## src/rtl/ep_alloc_pkg.sv

```systemverilog
package ep_alloc_pkg;
  typedef struct packed {
    logic       en;
    logic       alloc;
    logic [2:0] code;
    logic       bank;
  } ep_cfg_t;

  // Region length in bytes: 8 << code, code 7 clamps to 512, bank doubles.
  function automatic logic [10:0] region_bytes(input logic [2:0] code, input logic bank);
    logic [10:0] b;
    b = (code == 3'd7) ? 11'd512 : (11'd8 << code);
    if (bank) b = b << 1;
    return b;
  endfunction
endpackage

```

## src/rtl/ep_cfg_regs.sv

```systemverilog
module ep_cfg_regs
  import ep_alloc_pkg::*;
#(
  parameter int NUM_EP = 8,
  parameter int EP_W   = $clog2(NUM_EP)
) (
  input  logic            clk,
  input  logic            rst_n,
  input  logic            cfg_we,
  input  logic [EP_W-1:0] cfg_ep,
  input  ep_cfg_t         cfg_word,
  output ep_cfg_t         cfg_q [NUM_EP],
  output ep_cfg_t         cfg_d [NUM_EP]
);
  for (genvar k = 0; k < NUM_EP; k++) begin : g_ep
    always_comb begin
      cfg_d[k] = cfg_q[k];
      if (cfg_we && (cfg_ep == EP_W'(k))) cfg_d[k] = cfg_word;
    end

    always_ff @(posedge clk) begin
      if (!rst_n) cfg_q[k] <= '0;
      else        cfg_q[k] <= cfg_d[k];
    end
  end
endmodule

```

## src/rtl/ep_layout.sv

```systemverilog
module ep_layout
  import ep_alloc_pkg::*;
#(
  parameter int NUM_EP    = 8,
  parameter int RAM_BYTES = 176,
  parameter int SUM_W     = 14
) (
  input  ep_cfg_t          cfg   [NUM_EP],
  output logic [SUM_W-1:0] base  [NUM_EP],
  output logic [SUM_W-1:0] bytes [NUM_EP],
  output logic [NUM_EP-1:0] ovf,
  output logic [NUM_EP-1:0] valid
);
  always_comb begin
    logic [SUM_W-1:0] run;
    logic [SUM_W-1:0] stop;
    logic             hit;
    run = '0;
    hit = 1'b0;
    for (int k = 0; k < NUM_EP; k++) begin
      base[k]  = run;
      bytes[k] = cfg[k].alloc ? SUM_W'(region_bytes(cfg[k].code, cfg[k].bank)) : '0;
      stop     = run + bytes[k];
      ovf[k]   = cfg[k].alloc && (stop > SUM_W'(RAM_BYTES));
      hit      = hit | ovf[k];
      valid[k] = cfg[k].alloc && !hit;
      run      = stop;
    end
  end
endmodule

```

## src/rtl/ep_reloc_track.sv

```systemverilog
module ep_reloc_track #(
  parameter int NUM_EP = 8
) (
  input  logic              clk,
  input  logic              rst_n,
  input  logic [NUM_EP-1:0] set,
  input  logic [NUM_EP-1:0] clr,
  output logic [NUM_EP-1:0] flags
);
  always_ff @(posedge clk) begin
    if (!rst_n) flags <= '0;
    else        flags <= (flags & ~clr) | set;
  end
endmodule

```

## src/rtl/ep_access_map.sv

```systemverilog
module ep_access_map #(
  parameter int NUM_EP = 8,
  parameter int EP_W   = 3,
  parameter int SUM_W  = 14,
  parameter int OFF_W  = 10,
  parameter int ADDR_W = 8
) (
  input  logic              acc_valid,
  output logic              acc_ready,
  input  logic [EP_W-1:0]   acc_ep,
  input  logic [OFF_W-1:0]  acc_off,
  input  logic              acc_write,
  input  logic [SUM_W-1:0]  base  [NUM_EP],
  input  logic [SUM_W-1:0]  bytes [NUM_EP],
  input  logic [NUM_EP-1:0] valid,
  output logic              ram_req_valid,
  input  logic              ram_req_ready,
  output logic              ram_we,
  output logic [ADDR_W-1:0] ram_addr,
  output logic              acc_err
);
  logic [SUM_W-1:0] phys;
  logic             bad;

  assign bad           = !valid[acc_ep] || (SUM_W'(acc_off) >= bytes[acc_ep]);
  assign phys          = base[acc_ep] + SUM_W'(acc_off);
  assign ram_addr      = ADDR_W'(phys);
  assign acc_err       = acc_valid && bad;
  assign ram_req_valid = acc_valid && !bad;
  assign ram_we        = ram_req_valid && acc_write;
  assign acc_ready     = bad ? 1'b1 : ram_req_ready;
endmodule

```

## src/rtl/ep_buf_alloc.sv

```systemverilog
module ep_buf_alloc
  import ep_alloc_pkg::*;
#(
  parameter int NUM_EP    = 8,
  parameter int RAM_BYTES = 176,
  parameter int EP_W      = $clog2(NUM_EP),
  parameter int SUM_W     = $clog2(NUM_EP * 1024 + 1),
  parameter int OFF_W     = 10,
  parameter int ADDR_W    = $clog2(RAM_BYTES)
) (
  input  logic                    clk,
  input  logic                    rst_n,
  input  logic                    cfg_we,
  input  logic [EP_W-1:0]         cfg_ep,
  input  logic                    cfg_en,
  input  logic                    cfg_alloc,
  input  logic [2:0]              cfg_size,
  input  logic                    cfg_bank,
  input  logic [NUM_EP-1:0]       rel_clr,
  output logic [NUM_EP-1:0]       ep_enabled,
  output logic [NUM_EP*SUM_W-1:0] ep_base,
  output logic [NUM_EP*SUM_W-1:0] ep_bytes,
  output logic [NUM_EP-1:0]       ep_valid,
  output logic [NUM_EP-1:0]       ep_ovf,
  output logic [NUM_EP-1:0]       ep_reloc,
  input  logic                    acc_valid,
  output logic                    acc_ready,
  input  logic [EP_W-1:0]         acc_ep,
  input  logic [OFF_W-1:0]        acc_off,
  input  logic                    acc_write,
  output logic                    ram_req_valid,
  input  logic                    ram_req_ready,
  output logic                    ram_we,
  output logic [ADDR_W-1:0]       ram_addr,
  output logic                    acc_err
);
  ep_cfg_t          cfg_word;
  ep_cfg_t          cfg_q [NUM_EP];
  ep_cfg_t          cfg_d [NUM_EP];
  logic [SUM_W-1:0] base_d  [NUM_EP];
  logic [SUM_W-1:0] bytes_d [NUM_EP];
  logic [SUM_W-1:0] base_q  [NUM_EP];
  logic [SUM_W-1:0] bytes_q [NUM_EP];
  logic [NUM_EP-1:0] ovf_d, valid_d, moved;

  assign cfg_word = '{en: cfg_en, alloc: cfg_alloc, code: cfg_size, bank: cfg_bank};

  ep_cfg_regs #(.NUM_EP(NUM_EP), .EP_W(EP_W)) u_cfg (
    .clk(clk), .rst_n(rst_n), .cfg_we(cfg_we), .cfg_ep(cfg_ep),
    .cfg_word(cfg_word), .cfg_q(cfg_q), .cfg_d(cfg_d)
  );

  // Layout is computed from the next configuration so it lands on the same edge.
  ep_layout #(.NUM_EP(NUM_EP), .RAM_BYTES(RAM_BYTES), .SUM_W(SUM_W)) u_layout (
    .cfg(cfg_d), .base(base_d), .bytes(bytes_d), .ovf(ovf_d), .valid(valid_d)
  );

  for (genvar k = 0; k < NUM_EP; k++) begin : g_out
    assign moved[k] = cfg_q[k].alloc && cfg_d[k].alloc && (base_d[k] != base_q[k]);

    always_ff @(posedge clk) begin
      if (!rst_n) begin
        base_q[k]  <= '0;
        bytes_q[k] <= '0;
      end else begin
        base_q[k]  <= base_d[k];
        bytes_q[k] <= bytes_d[k];
      end
    end

    assign ep_base [k*SUM_W +: SUM_W] = base_q[k];
    assign ep_bytes[k*SUM_W +: SUM_W] = bytes_q[k];
    assign ep_enabled[k]              = cfg_q[k].en;
  end

  always_ff @(posedge clk) begin
    if (!rst_n) begin
      ep_valid <= '0;
      ep_ovf   <= '0;
    end else begin
      ep_valid <= valid_d;
      ep_ovf   <= ovf_d;
    end
  end

  ep_reloc_track #(.NUM_EP(NUM_EP)) u_reloc (
    .clk(clk), .rst_n(rst_n), .set(moved), .clr(rel_clr), .flags(ep_reloc)
  );

  ep_access_map #(
    .NUM_EP(NUM_EP), .EP_W(EP_W), .SUM_W(SUM_W), .OFF_W(OFF_W), .ADDR_W(ADDR_W)
  ) u_map (
    .acc_valid(acc_valid), .acc_ready(acc_ready), .acc_ep(acc_ep), .acc_off(acc_off),
    .acc_write(acc_write), .base(base_q), .bytes(bytes_q), .valid(ep_valid),
    .ram_req_valid(ram_req_valid), .ram_req_ready(ram_req_ready), .ram_we(ram_we),
    .ram_addr(ram_addr), .acc_err(acc_err)
  );
endmodule

```

## config.mk

```make
export PLATFORM = sky130hd
export DESIGN_NAME = ep_buf_alloc
export DESIGN_NICKNAME = d
export VERILOG_FILES = /design/src/rtl/ep_alloc_pkg.sv /design/src/rtl/ep_cfg_regs.sv /design/src/rtl/ep_layout.sv /design/src/rtl/ep_reloc_track.sv /design/src/rtl/ep_access_map.sv /design/src/rtl/ep_buf_alloc.sv
export SDC_FILE = /design/constraint.sdc
export NUM_CORES = 1
export LEC_CHECK = 0
export CORE_UTILIZATION = 40
export CTS_CLUSTER_DIAMETER = 80
export CTS_CLUSTER_SIZE = 24
export DETAILED_ROUTE_END_ITERATION = 10
export SETUP_SLACK_MARGIN = 0.02
export SLEW_MARGIN = 20
export SYNTH_ARGS = -nofsm -noshare
export SYNTH_HDL_FRONTEND = slang
export SYNTH_HIERARCHICAL = 1
export SYNTH_SLANG_ARGS = --single-unit
```

## constraint.sdc

```tcl
create_clock -name clk -period 12.3 [get_ports clk]
set_clock_uncertainty 0.15 [all_clocks]
set_input_delay 1.23 -clock clk [delete_from_list [all_inputs] [get_ports clk]]
set_output_delay 1.23 -clock clk [all_outputs]
set_load 0.01 [all_outputs]
```

==> impl_metrics.env <==
export IMPL_status="completed"
export IMPL_fill_cells=3930
export IMPL_path_clk_slew_ns=0.08
export IMPL_overflow=0
export IMPL_layout_drive_gt1_share_pct=8.167
export IMPL_layout_commonest_cell="clkdlybuf4s50_1"
export IMPL_antenna_found_initial=1
export IMPL_grt_usage_pct=24.62
export IMPL_yosysWarnings=6
export IMPL_holdWs_ns=0.3099
export IMPL_clock_sinks=296
export IMPL_critPathSlowestCell="nor4b_4"
export IMPL_power_density_mw_per_mm2=98.09
export IMPL_fin_util_pct=49.38
export IMPL_layout_common_cells="300 x clkdlybuf4s50_1, 296 x dfxtp_1, 251 x and2_1, 117 x nand2_1, 90 x xor2_1"
export IMPL_coreArea_sq_mm=0.04185
export IMPL_r2r_slack_ns=2.20
export IMPL_hp_class="register to register"
export IMPL_die_w_microns=207.8
export IMPL_grt_pass1_vias=12340
export IMPL_routabilityCongestion=0.9149
export IMPL_grt_max_degree=129
export IMPL_numPortBuffers=303
export IMPL_setup_worst_path_start_class="input pin"
export IMPL_seqCellArea_sq_mm=0.005926
export IMPL_clockBufferDepth=3
export IMPL_criticalPathCategory="input pin to register"
export IMPL_drc=0
export IMPL_ant_nets=0
export IMPL_r2r_end="ep_valid[7]"
export IMPL_initial_utilization_pct=40.47
export IMPL_cp_endpoint="ep_valid[7]"
export IMPL_slowest_delay_ns=0.61
export IMPL_dpl_hpwl_microns=43590
export IMPL_crit_top_cell="ha_1"
export IMPL_worstPathRequired_ns=12.63
export IMPL_drt_iter0_drc=965
export IMPL_post_route_min_period_ns=11.73
export IMPL_vias=13010
export IMPL_netlist_area_sq_mm=0.01694
export IMPL_grt_pass1_wl_microns=80250
export IMPL_cp_top_family="compound AO/OA/AOI/OAI gates"
export IMPL_cts_buffers=21
export IMPL_die_area_sq_mm=0.04317
export IMPL_htree_levels=1
export IMPL_setup_violations=0
export IMPL_slew_headroom_pct=21.54
export IMPL_die_y_microns=207.8
export IMPL_r2r_start="u_cfg/cfg_q[36]"
export IMPL_r2r_cells=32
export IMPL_critPathBufInv=1
export IMPL_area_growth_pct=22.02
export IMPL_cts_tree="done"
export IMPL_rows=75
export IMPL_crit_cells=35
export IMPL_p_leak_nw=8.820
export IMPL_dp_cells=2511
export IMPL_io_pins=304
export IMPL_insertion_delay_ns=0.54
export IMPL_period_share_pct=95.33
export IMPL_drv_cap=0
export IMPL_syn_inst=1736
export IMPL_power_total_w=0.002027
export IMPL_worstPathMaxFanout=8
export IMPL_cts_hold_buf=0
export IMPL_tightestPinTransition_ns=1.166
export IMPL_finalNonFillerCells=2548
export IMPL_critPathLaunch="cfg_ep[2]"
export IMPL_peakVddDrop_mv=0.07840
export IMPL_cts_root_buf="clkbuf_16"
export IMPL_finalHoldViolations=0
export IMPL_finalMaxSlewViolations=0
export IMPL_arrival_ns=12.05
export IMPL_max_freq_mhz=85.28
export IMPL_dr_pass1_iters=6
export IMPL_end_kind="register"
export IMPL_post_drt_wl_per_cell_microns=21.33
export IMPL_via_per_inst=5.104
export IMPL_setup_tns_ns=0
export IMPL_drt_wl_total_microns=54350
export IMPL_rsz0062_at_grt="false"
export IMPL_multi_input_area_sq_mm=0.01007
export IMPL_syn_area_per_cell_sq_um=9.757
export IMPL_fin_nets=2112
==> registers in the layout (all words and copies together) (netlist names) <==
register	cells
u_reloc/flags	8
ep_valid	8
ep_bytes	112
u_cfg/cfg_q	48
ep_base	112
ep_ovf	8
==> metal layers <==
metal | wire, microns | share of wire, % | vias up | GRT usage [%]
met3 | 2939 | 5.4 | 52 | 3.449
li1 | - | - | 6288 | -
met2 | 23910 | 44 | 418 | 38.41
met1 | 26100 | 48 | 6248 | 35.34
met4 | 1400 | 2.6 | 0 | 6.820
met5 | 0 | 0 | - | 0
==> stage by stage <==
stage                     worst slack [ns]  cell area (sq um)
after global placement             -0.4924              19900
after CTS                           0.1586              20630
after global routing               0.03480              20660
final                               0.5745              20670
after floorplan                      2.682              17270
after detailed placement           -0.6027              19900
==> power breakdown <==
group          internal, W  switching (W)  total [W]
clock network     0.000363       0.000399   0.000762
logic             0.000129       0.000135   0.000264
registers         0.000981      0.0000202    0.00100
total              0.00147       0.000554    0.00203
==> layout make-up <==
type | instances | area share (%)
clock inverters | 13 | 0.9020
diodes | 1 | 0.01211
repair buffers | 312 | 15.02
multi-input cells | 1321 | 48.72
well taps | 539 | 3.263
inverters | 44 | 0.7991
clock buffers | 22 | 2.609
flip-flops and latches | 296 | 28.67
==> repair_timing <==
item                                    4_1_cts  5_1_grt
endpoints found under the setup margin        2        4
resized for setup                             1        3
buffers inserted                              0        0
==> how the worst min path moves through the flow <==
stage / start / endpoint / slack [ns] / depth (start not counted)
6_report: u_cfg/cfg_q[37] / u_cfg/cfg_q[37] / 0.31 / 2
5_1_grt: u_cfg/cfg_q[33] / u_cfg/cfg_q[33] / 0.33 / 2
4_1_cts: u_cfg/cfg_q[33] / u_cfg/cfg_q[33] / 0.31 / 2
3_5_place_dp: u_cfg/cfg_q[33] / u_cfg/cfg_q[33] / 0.30 / 2
3_3_place_gp: u_cfg/cfg_q[30] / u_cfg/cfg_q[30] / 0.29 / 2
2_1_floorplan: u_cfg/cfg_q[18] / u_cfg/cfg_q[18] / 0.28 / 2
==> worst min-delay path, delay by kind of cell (launching register included) <==
family | cells | cell delay, ns
flip-flops | 1 | 0.31
AND/OR/NAND/NOR | 1 | 0.05
multiplexers | 1 | 0.05
Note: power is estimated with default switching activity, not from simulation.
